--- src/rtl/brf_pkg.sv ---
package brf_pkg;
  localparam int unsigned XLEN   = 32;
  localparam int unsigned NREG   = 16;
  localparam int unsigned MODE_W = 5;
  localparam int unsigned NBANK  = 6;
  localparam int unsigned BIDX_W = $clog2(NBANK);
  localparam int unsigned HI_LO  = 8;
  localparam int unsigned HI_N   = 5;
  localparam int unsigned SP_IDX = 13;
  localparam int unsigned LR_IDX = 14;

  typedef logic [MODE_W-1:0] mode_t;
  typedef logic [BIDX_W-1:0] bidx_t;

  localparam mode_t M_USR = 5'h10;
  localparam mode_t M_FIQ = 5'h11;
  localparam mode_t M_IRQ = 5'h12;
  localparam mode_t M_SVC = 5'h13;
  localparam mode_t M_ABT = 5'h17;
  localparam mode_t M_UND = 5'h1B;
  localparam mode_t M_SYS = 5'h1F;

  function automatic logic mode_ok(mode_t m);
    case (m)
      M_USR, M_FIQ, M_IRQ, M_SVC, M_ABT, M_UND, M_SYS: return 1'b1;
      default: return 1'b0;
    endcase
  endfunction

  function automatic bidx_t bank_of(mode_t m);
    case (m)
      M_FIQ:   return bidx_t'(1);
      M_IRQ:   return bidx_t'(2);
      M_SVC:   return bidx_t'(3);
      M_ABT:   return bidx_t'(4);
      M_UND:   return bidx_t'(5);
      default: return bidx_t'(0);
    endcase
  endfunction

  function automatic logic has_saved(mode_t m);
    return mode_ok(m) && (m != M_USR) && (m != M_SYS);
  endfunction
endpackage

--- src/rtl/brf_mode_decode.sv ---
module brf_mode_decode
  import brf_pkg::*;
(
  input  mode_t mode_i,
  output logic  ok_o,
  output bidx_t bidx_o,
  output logic  fiq_o,
  output logic  saved_o
);
  always_comb begin
    ok_o    = mode_ok(mode_i);
    bidx_o  = bank_of(mode_i);
    fiq_o   = (mode_i == M_FIQ);
    saved_o = has_saved(mode_i);
  end
endmodule

--- src/rtl/brf_bank_store.sv ---
module brf_bank_store #(
  parameter int unsigned W  = 32,
  parameter int unsigned NB = 6,
  localparam int unsigned IW = $clog2(NB)
) (
  input  logic          clk,
  input  logic          rst_n,
  input  logic          save_en,
  input  logic [IW-1:0] save_idx,
  input  logic [W-1:0]  save_sp,
  input  logic [W-1:0]  save_lr,
  input  logic          save_ss_en,
  input  logic [W-1:0]  save_ss,
  input  logic [IW-1:0] rd_idx,
  output logic [W-1:0]  rd_sp,
  output logic [W-1:0]  rd_lr,
  output logic [W-1:0]  rd_ss
);
  logic [W-1:0] sp_arr [NB];
  logic [W-1:0] lr_arr [NB];
  logic [W-1:0] ss_arr [NB];

  for (genvar b = 0; b < NB; b++) begin : g_bank
    logic [W-1:0] sp_r, lr_r, ss_r;
    logic hit;
    assign hit = save_en && (save_idx == IW'(b));
    always_ff @(posedge clk or negedge rst_n) begin
      if (!rst_n) begin
        sp_r <= '0;
        lr_r <= '0;
        ss_r <= '0;
      end else if (hit) begin
        sp_r <= save_sp;
        lr_r <= save_lr;
        if (save_ss_en) ss_r <= save_ss;
      end
    end
    assign sp_arr[b] = sp_r;
    assign lr_arr[b] = lr_r;
    assign ss_arr[b] = ss_r;
  end

  always_comb begin
    rd_sp = '0;
    rd_lr = '0;
    rd_ss = '0;
    if (rd_idx < IW'(NB)) begin
      rd_sp = sp_arr[rd_idx];
      rd_lr = lr_arr[rd_idx];
      rd_ss = ss_arr[rd_idx];
    end
  end
endmodule

--- src/rtl/brf_hi_shadow.sv ---
module brf_hi_shadow #(
  parameter int unsigned W = 32,
  parameter int unsigned N = 5
) (
  input  logic                clk,
  input  logic                rst_n,
  input  logic                save_fiq,
  input  logic                save_com,
  input  logic [N-1:0][W-1:0] din,
  output logic [N-1:0][W-1:0] fiq_q,
  output logic [N-1:0][W-1:0] com_q
);
  always_ff @(posedge clk or negedge rst_n) begin
    if (!rst_n) begin
      fiq_q <= '0;
      com_q <= '0;
    end else begin
      if (save_fiq) fiq_q <= din;
      if (save_com) com_q <= din;
    end
  end
endmodule

--- src/rtl/banked_regfile.sv ---
module banked_regfile
  import brf_pkg::*;
#(
  parameter int unsigned W          = XLEN,
  parameter logic [31:0] RST_SP     = 32'h1000_0000,
  parameter logic [31:0] RST_STATUS = 32'h0000_00D3,
  localparam int unsigned AW = $clog2(NREG)
) (
  input  logic          clk,
  input  logic          rst_n,
  input  logic [AW-1:0] rd_addr_a,
  output logic [W-1:0]  rd_data_a,
  input  logic [AW-1:0] rd_addr_b,
  output logic [W-1:0]  rd_data_b,
  input  logic          wr_en,
  input  logic [AW-1:0] wr_addr,
  input  logic [W-1:0]  wr_data,
  input  logic          ss_wr_en,
  input  logic [W-1:0]  ss_wr_data,
  input  logic          mode_req,
  input  logic [4:0]    mode_target,
  output logic [4:0]    mode_o,
  output logic [W-1:0]  status_o,
  output logic [W-1:0]  saved_status_o
);
  logic [W-1:0] rf_q   [NREG];
  logic [W-1:0] rf_eff [NREG];
  logic [W-1:0] rf_nxt [NREG];
  logic [W-1:0] status_q, ss_q, ss_eff;

  mode_t cur_mode;
  logic  cur_ok, cur_fiq, cur_saved;
  bidx_t cur_bidx;
  logic  tgt_ok, tgt_fiq, tgt_saved;
  bidx_t tgt_bidx;
  logic  do_switch;

  assign cur_mode = status_q[MODE_W-1:0];

  brf_mode_decode u_cur_dec (
    .mode_i (cur_mode), .ok_o (cur_ok), .bidx_o (cur_bidx),
    .fiq_o  (cur_fiq),  .saved_o (cur_saved)
  );

  brf_mode_decode u_tgt_dec (
    .mode_i (mode_target), .ok_o (tgt_ok), .bidx_o (tgt_bidx),
    .fiq_o  (tgt_fiq),     .saved_o (tgt_saved)
  );

  assign do_switch = mode_req && tgt_ok && cur_ok && (mode_target != cur_mode);

  always_comb begin
    for (int i = 0; i < NREG; i++)
      rf_eff[i] = (wr_en && wr_addr == AW'(i)) ? wr_data : rf_q[i];
    ss_eff = (ss_wr_en && cur_saved) ? ss_wr_data : ss_q;
  end

  logic [W-1:0] bk_sp, bk_lr, bk_ss;

  brf_bank_store #(.W(W), .NB(NBANK)) u_banks (
    .clk        (clk),
    .rst_n      (rst_n),
    .save_en    (do_switch),
    .save_idx   (cur_bidx),
    .save_sp    (rf_eff[SP_IDX]),
    .save_lr    (rf_eff[LR_IDX]),
    .save_ss_en (cur_saved),
    .save_ss    (ss_eff),
    .rd_idx     (tgt_bidx),
    .rd_sp      (bk_sp),
    .rd_lr      (bk_lr),
    .rd_ss      (bk_ss)
  );

  logic [HI_N-1:0][W-1:0] hi_din, hi_fiq, hi_com;

  for (genvar k = 0; k < HI_N; k++) begin : g_hi
    assign hi_din[k] = rf_eff[HI_LO+k];
  end

  brf_hi_shadow #(.W(W), .N(HI_N)) u_hi (
    .clk      (clk),
    .rst_n    (rst_n),
    .save_fiq (do_switch && cur_fiq),
    .save_com (do_switch && tgt_fiq),
    .din      (hi_din),
    .fiq_q    (hi_fiq),
    .com_q    (hi_com)
  );

  always_comb begin
    for (int i = 0; i < NREG; i++) rf_nxt[i] = rf_eff[i];
    if (do_switch) begin
      if (tgt_bidx != cur_bidx) begin
        rf_nxt[SP_IDX] = bk_sp;
        rf_nxt[LR_IDX] = bk_lr;
      end
      for (int k = 0; k < HI_N; k++) begin
        if (tgt_fiq)      rf_nxt[HI_LO+k] = hi_fiq[k];
        else if (cur_fiq) rf_nxt[HI_LO+k] = hi_com[k];
      end
    end
  end

  always_ff @(posedge clk or negedge rst_n) begin
    if (!rst_n) begin
      for (int i = 0; i < NREG; i++)
        rf_q[i] <= (i == SP_IDX) ? RST_SP : '0;
      status_q <= W'(RST_STATUS);
      ss_q     <= '0;
    end else begin
      for (int i = 0; i < NREG; i++) rf_q[i] <= rf_nxt[i];
      if (do_switch) begin
        status_q <= {status_q[W-1:MODE_W], mode_target};
        ss_q     <= tgt_saved ? bk_ss : '0;
      end else begin
        ss_q <= ss_eff;
      end
    end
  end

  assign rd_data_a      = rf_q[rd_addr_a];
  assign rd_data_b      = rf_q[rd_addr_b];
  assign mode_o         = cur_mode;
  assign status_o       = status_q;
  assign saved_status_o = ss_q;
endmodule

--- config.mk ---
export PLATFORM = sky130hd
export DESIGN_NAME = banked_regfile
export DESIGN_NICKNAME = d
export VERILOG_FILES = /design/src/rtl/brf_pkg.sv /design/src/rtl/brf_mode_decode.sv /design/src/rtl/brf_bank_store.sv /design/src/rtl/brf_hi_shadow.sv /design/src/rtl/banked_regfile.sv
export SDC_FILE = /design/constraint.sdc
export NUM_CORES = 2
export LEC_CHECK = 0
export ABC_AREA = 1
export CORE_ASPECT_RATIO = 0.8
export CORE_MARGIN = 1
export CORE_UTILIZATION = 65
export DETAILED_ROUTE_END_ITERATION = 10
export DONT_BUFFER_PORTS = 1
export GPL_TIMING_DRIVEN = 1
export PLACE_DENSITY = 0.78
export SLEW_MARGIN = 25
export SYNTH_ARGS = -nofsm -noshare
export SYNTH_HDL_FRONTEND = slang
export SYNTH_HIERARCHICAL = 1
export SYNTH_SLANG_ARGS = --single-unit
export TNS_END_PERCENT = 10
--- constraint.sdc ---
create_clock -name clk -period 6.4 [get_ports clk]
set_input_delay 1.28 -clock clk [delete_from_list [all_inputs] [get_ports clk]]
set_output_delay 1.28 -clock clk [all_outputs]
set_load 0.005 [all_outputs]
Word level (Yosys, flattened, before mapping)

Cells that the tools add are included.

$lt $le $gt $ge: 4
Eq/ne operators: 40
Muxes and demuxes: 44
Bitwise gates (word level): 3
Reduce and logical (&&, ||, !) cells: 42

Operators by type and width:

| cell               | number |
|---|---|
| $mux 32            | 33 |
| $bmux 32 s3        | 3 |
| $bmux 32 s4        | 2 |
| $mux 224           | 1 |
| $eq 5x5->1 const B | 14 |
| $mux 64            | 1 |
| $eq 4x4->1 const B | 8 |
| $logic_and 1x1->1  | 32 |
| $pmux 3 s5         | 2 |
| $ne 5x5->1 const B | 4 |
| $eq 4x3->1 const B | 4 |
| $reduce_or 7->1    | 2 |
| $reduce_and 2->1   | 6 |
| $ge 5x5->1 const B | 2 |
| $not 4->5          | 2 |
| $eq 4x2->1 const B | 2 |
| $eq 3x2->1 const B | 2 |
| $eq 3x3->1 const B | 2 |
| $ne 5x5->1         | 1 |
| $eq 4x1->1 const B | 1 |
| $ge 4x4->1 const B | 1 |
| $logic_not 4->1    | 1 |
| $not 3->4          | 1 |
| $eq 3x1->1 const B | 1 |
| other kinds (4)    | 5 |

Register bits after elaboration: 1,445
Input bits: 86
Output and inout bits: 133
Logic and storage cells: 179

Depth between registers and ports, before layout

Depth in word-level cells: 9
Gate-level depth with buffers: 17
Depth with buffers taken out: 14

By module

The synthesis kept the hierarchy.

By module, submodules not included:

| module          | times used | cells an instance | area an instance (sq um) | seq. area each (sq um) |
|---|---|---|---|---|
| banked_regfile  | 1          | 5,961             | 38,252.9                 | 13,743.2 |
| brf_bank_store  | 1          | 3,790             | 27,739.1                 | 14,413.8 |
| brf_hi_shadow   | 1          | 1,352             | 12,122.9                 | 8,007.7 |
| brf_mode_decode | 2          | 18                | 96.3                     | 0.0 |

Worst setup path before layout

No wires, ideal clock.

Kind: input to output
From: input rd_addr_a[0]
To: output rd_data_a[24]
Data arrival time: 2.344 ns
Required time: 5.120 ns
Path slack: 2.776 ns
Stages: 8
Buffers on the path: 3
Cell sequence: buf_2 -> clkbuf_1 -> clkbuf_1 -> nand2_1 -> o211ai_1 -> nand3_1 -> nand3_1 -> nand2_1

Word-level cells in the longest chain between the ends: 4

Ends and longest elaborated chain:

| item                                        | RTL line              | text |
|---|---|---|
| start, declared                             | banked_regfile.sv:11  | `input logic [AW-1:0] rd_addr_a,` |
| $not 4->5 (implied by the code)             | banked_regfile.sv:122 | `assign rd_data_a = rf_q[rd_addr_a];` |
| $bmux 32 s4                                 | banked_regfile.sv:122 |  |
| $mux 32 (implied by the code) (2 in series) | banked_regfile.sv:122 |  |
| end, declared                               | banked_regfile.sv:12  | `output logic [W-1:0] rd_data_a,` |

Every way passes these cells. The select of a mux whose other input is x is not followed.

Worst setup path in the final report

From: input rd_addr_a[0]
To: output rd_data_a[31]

Same word-level chain as after synthesis.

==> flow_summary_export.csv <==
group,metric,value,unit
run_status,status,"complete, but fails checks",
run_status,violations,"max-slew violations",
logic_synthesis,syn-instance-count,11100,
finish,layout_commonest_cell,"nand2_1",
setup_path,required,5120,ps
clock_tree,clkTransAtPathRegs,60,ps
setup_path,cp-end-kind,"primary output",
setup_path,worstPathArrival,3610,ps
grt,antenna_found_initial,5,
logic_synthesis,ys_seq_elements,1445,
sta,rsz0062_at_grt,"no",
logic_synthesis,synth_cell_types,32,
routing,antenna_left,0,
grt,grt_pass1_vias,70600,
finish,nets,10600,
setup_path,worst-r2r-cell-count,10,
sta,drv_slew,282,
power_and_ir_drop,total_power,22.4,mW
clock_tree,cts_tree,"done",
finish,areaGrowthSynthToFinish,5.84,%
logic_synthesis,syn_area,78300,um^2
finish,mostFrequentLayoutCells,"nand2_1 (4760), dfrtp_1 (1441), nand3_1 (1166), o21ai_0 (925), inv_1 (821)",
setup_path,r2r-end,"rf_q[145]$_DFF_PN0_",
setup_path,startpoint,"rd_addr_a[0]",
setup_path,rrSetupSlack,2760,ps
finish,drive_gt1_share,5.11,%
logic_synthesis,synthSimpleGateAreaFrac,32.9,%
setup_path,path_max_fanout,512,
clock_tree,postCtsHoldBufs,0,
clock_tree,cts_root_buffer,"clkbuf_16",
setup_path,crit_path_end,"rd_data_a[31]",
logic_synthesis,synth_edf_count,0,
logic_synthesis,synth_mux_area_share,0.460,%
setup_path,r2r-start,"status_o[4]$_DFFE_PN1N_",
logic_synthesis,synth_top_family_by_area,"simple AND/OR/NAND/NOR gates",
clock_tree,insertion_delay,800,ps
clock_tree,cts_resized,0,
routing,viasPerCell,6.07,
floorplan,initial_core_util,65.8,%
placed_design,gp_congestion,0.879,
grt,grt_util_all_layers,42.0,%
logic_synthesis,ys_warn_count,6,
sta,period_minus_slack,4890,ps
sta,setup_tns,0,ps
clock_tree,cts_setup_buffers,0,
routing,routed_wl,257,mm
grt,grt_start_max_net_pins,513,
power_and_ir_drop,p_leak,43.0,nW
flow_run,maxCapViolCount,0,
clock_tree,clockBufferDepth,3,
routing,drc,0,
sta,finalSetupViolations,0,
routing,drtIter0Drc,9626,
sta,fmax,205,MHz
placed_design,hpwl,137,mm
logic_synthesis,syn_area_per_cell,7.03,um^2
floorplan,die_height,312,um
logic_synthesis,synth_ff_type,"dfrtp_1",
floorplan,core_area,119000,um^2
placed_design,numPortBuffers,0,
sta,clock-skew-final,30.0,ps
routing,dr.pass1.iters,6,
sta,finalHoldViolations,0,
logic_synthesis,seq_area_frac_synth,46.2,%
grt,gr-total-overflow,0,
sta,period_share,76.4,%
routing,num_vias,74600,
power_and_ir_drop,peakVddDrop,0.323,mV
logic_synthesis,async_reset_ff_share,100,%
clock_tree,htree_levels,4,
clock_tree,clock-sinks,1445,
setup_path,setup.worst_path.start_class,"input port",
sta,slew_headroom,-26.3,%
clock_tree,numCtsBuffers,149,
logic_synthesis,synth_compound_gate_area_share,11.5,%
sta,max_slew.worst_pin.slew,1890,ps
logic_synthesis,synthXorXnorAreaFrac,0.0447,%
floorplan,num_io_pins,219,
setup_path,criticalPathCategory,"in -> out",
floorplan,dieWidth,390,um
routing,wire_per_inst,20.9,um
power_and_ir_drop,power-per-cell-area,270,nW/um^2
floorplan,row_count,113,
logic_synthesis,synthAdderAreaFrac,0,%
grt,grt_pass1_wl,401,mm
min_path,holdCritPathClass,"in -> async",
floorplan,die_area,122000,um^2
## routing by layer
layer	GRT usage, %	share of wire, %	vias up
met1	55.2	38	34900
met5	0	0.012	-
met4	26.8	6.9	4
met3	10.6	13	959
met2	62.2	43	4637
li1	-	-	34100
## worst min-delay path by stage
| stage | to | slack (ps) |
|---|---|---|
| 2_1_floorplan | u_hi/fiq_q[0]$_DFFE_PN0P_ | 430 |
| 3_3_place_gp | u_hi/fiq_q[148]$_DFFE_PN0P_ | 450 |
| 3_5_place_dp | u_hi/fiq_q[35]$_DFFE_PN0P_ | 450 |
| 4_1_cts | u_banks/g_bank[2].lr_r[10]$_DFFE_PN0P_ | 150 |
| 5_1_grt | u_banks/g_bank[5].lr_r[3]$_DFFE_PN0P_ | 170 |
| 6_report | u_banks/g_bank[5].lr_r[3]$_DFFE_PN0P_ | 200 |
## cell families (layout without fill, tap and decap cells)
logic type	after synthesis	after routing
AOI/OAI and AO/OA	1637	1637
xor gates and xnor gates	4	4
buffers and inverters	1684	1190
DFF	1445	1445
muxes	32	32
other	2	29
and+or+nand+nor	6335	6335
## flip-flops by register name (all words and copies together), names as in the netlist
signal and flops:
rf_q 512, u_banks/g_bank.lr_r 192, u_banks/g_bank.sp_r 192, u_banks/g_bank.ss_r 192, u_hi/com_q 160, u_hi/fiq_q 160
saved_status_o 32, status_o 5
## critical path, stage by stage
cell and delay (ps):
a21oi_1 560, o21ai_0 180, nand3_1 240, nand3_1 130
nand2_1 340
## cell type report
| cell class | count | area (um^2) |
|---|---|---|
| Clock buffer | 225 | 4520 |
| Inverter | 843 | 3220 |
| Tap cell | 1610 | 2010 |
| Multi-Input combinational cell | 8035 | 35500 |
| Antenna cell | 2 | 5.00 |
| Fill cell | 9969 | 36200 |
| Sequential cell | 1445 | 36200 |
| Clock inverter | 33 | 329 |
| Timing Repair Buffer | 89 | 1080 |
## per-stage QoR
stage / instance area [um^2] / setup WS (ps) / utilization, % / hold WS (ps) / instances
2_1_floorplan: 78400 / 2780 / - / 434 / 11200
3_3_place_gp: 77700 / 2060 / 65.3 / 446 / 12000
3_5_place_dp: 77900 / 1980 / 65.4 / 452 / 12000
4_1_cts: 82700 / 2180 / 69.5 / 149 / 12300
5_1_grt: 82900 / 2060 / 69.6 / 174 / 12300
6_report: 82900 / 1510 / 69.6 / 195 / 12300
## cells in the mapped netlist, types with 84 or more instances
| master | number | area share, % |
|---|---|---|
| o21ai_0 | 925 | 5.9 |
| dfrtp_1 | 1441 | 46 |
| nor2_1 | 200 | 0.96 |
| inv_1 | 827 | 4.0 |
| o211ai_1 | 256 | 2.5 |
| buf_2 | 204 | 1.3 |
| nand2_1 | 4772 | 23 |
| clkbuf_1 | 491 | 2.4 |
| a21oi_1 | 256 | 1.6 |
| nand3_1 | 1171 | 7.5 |
| o21ai_1 | 144 | 0.92 |
| buf_1 | 84 | 0.40 |
## where the power goes
group	switching, mW	internal, mW	total [mW]
clock network	3.72	5.09	8.81
registers	0.533	9.81	10.3
logic	2.21	1.02	3.23
total	6.46	15.9	22.4
No activity file was read; power rests on OpenSTA's default activity.
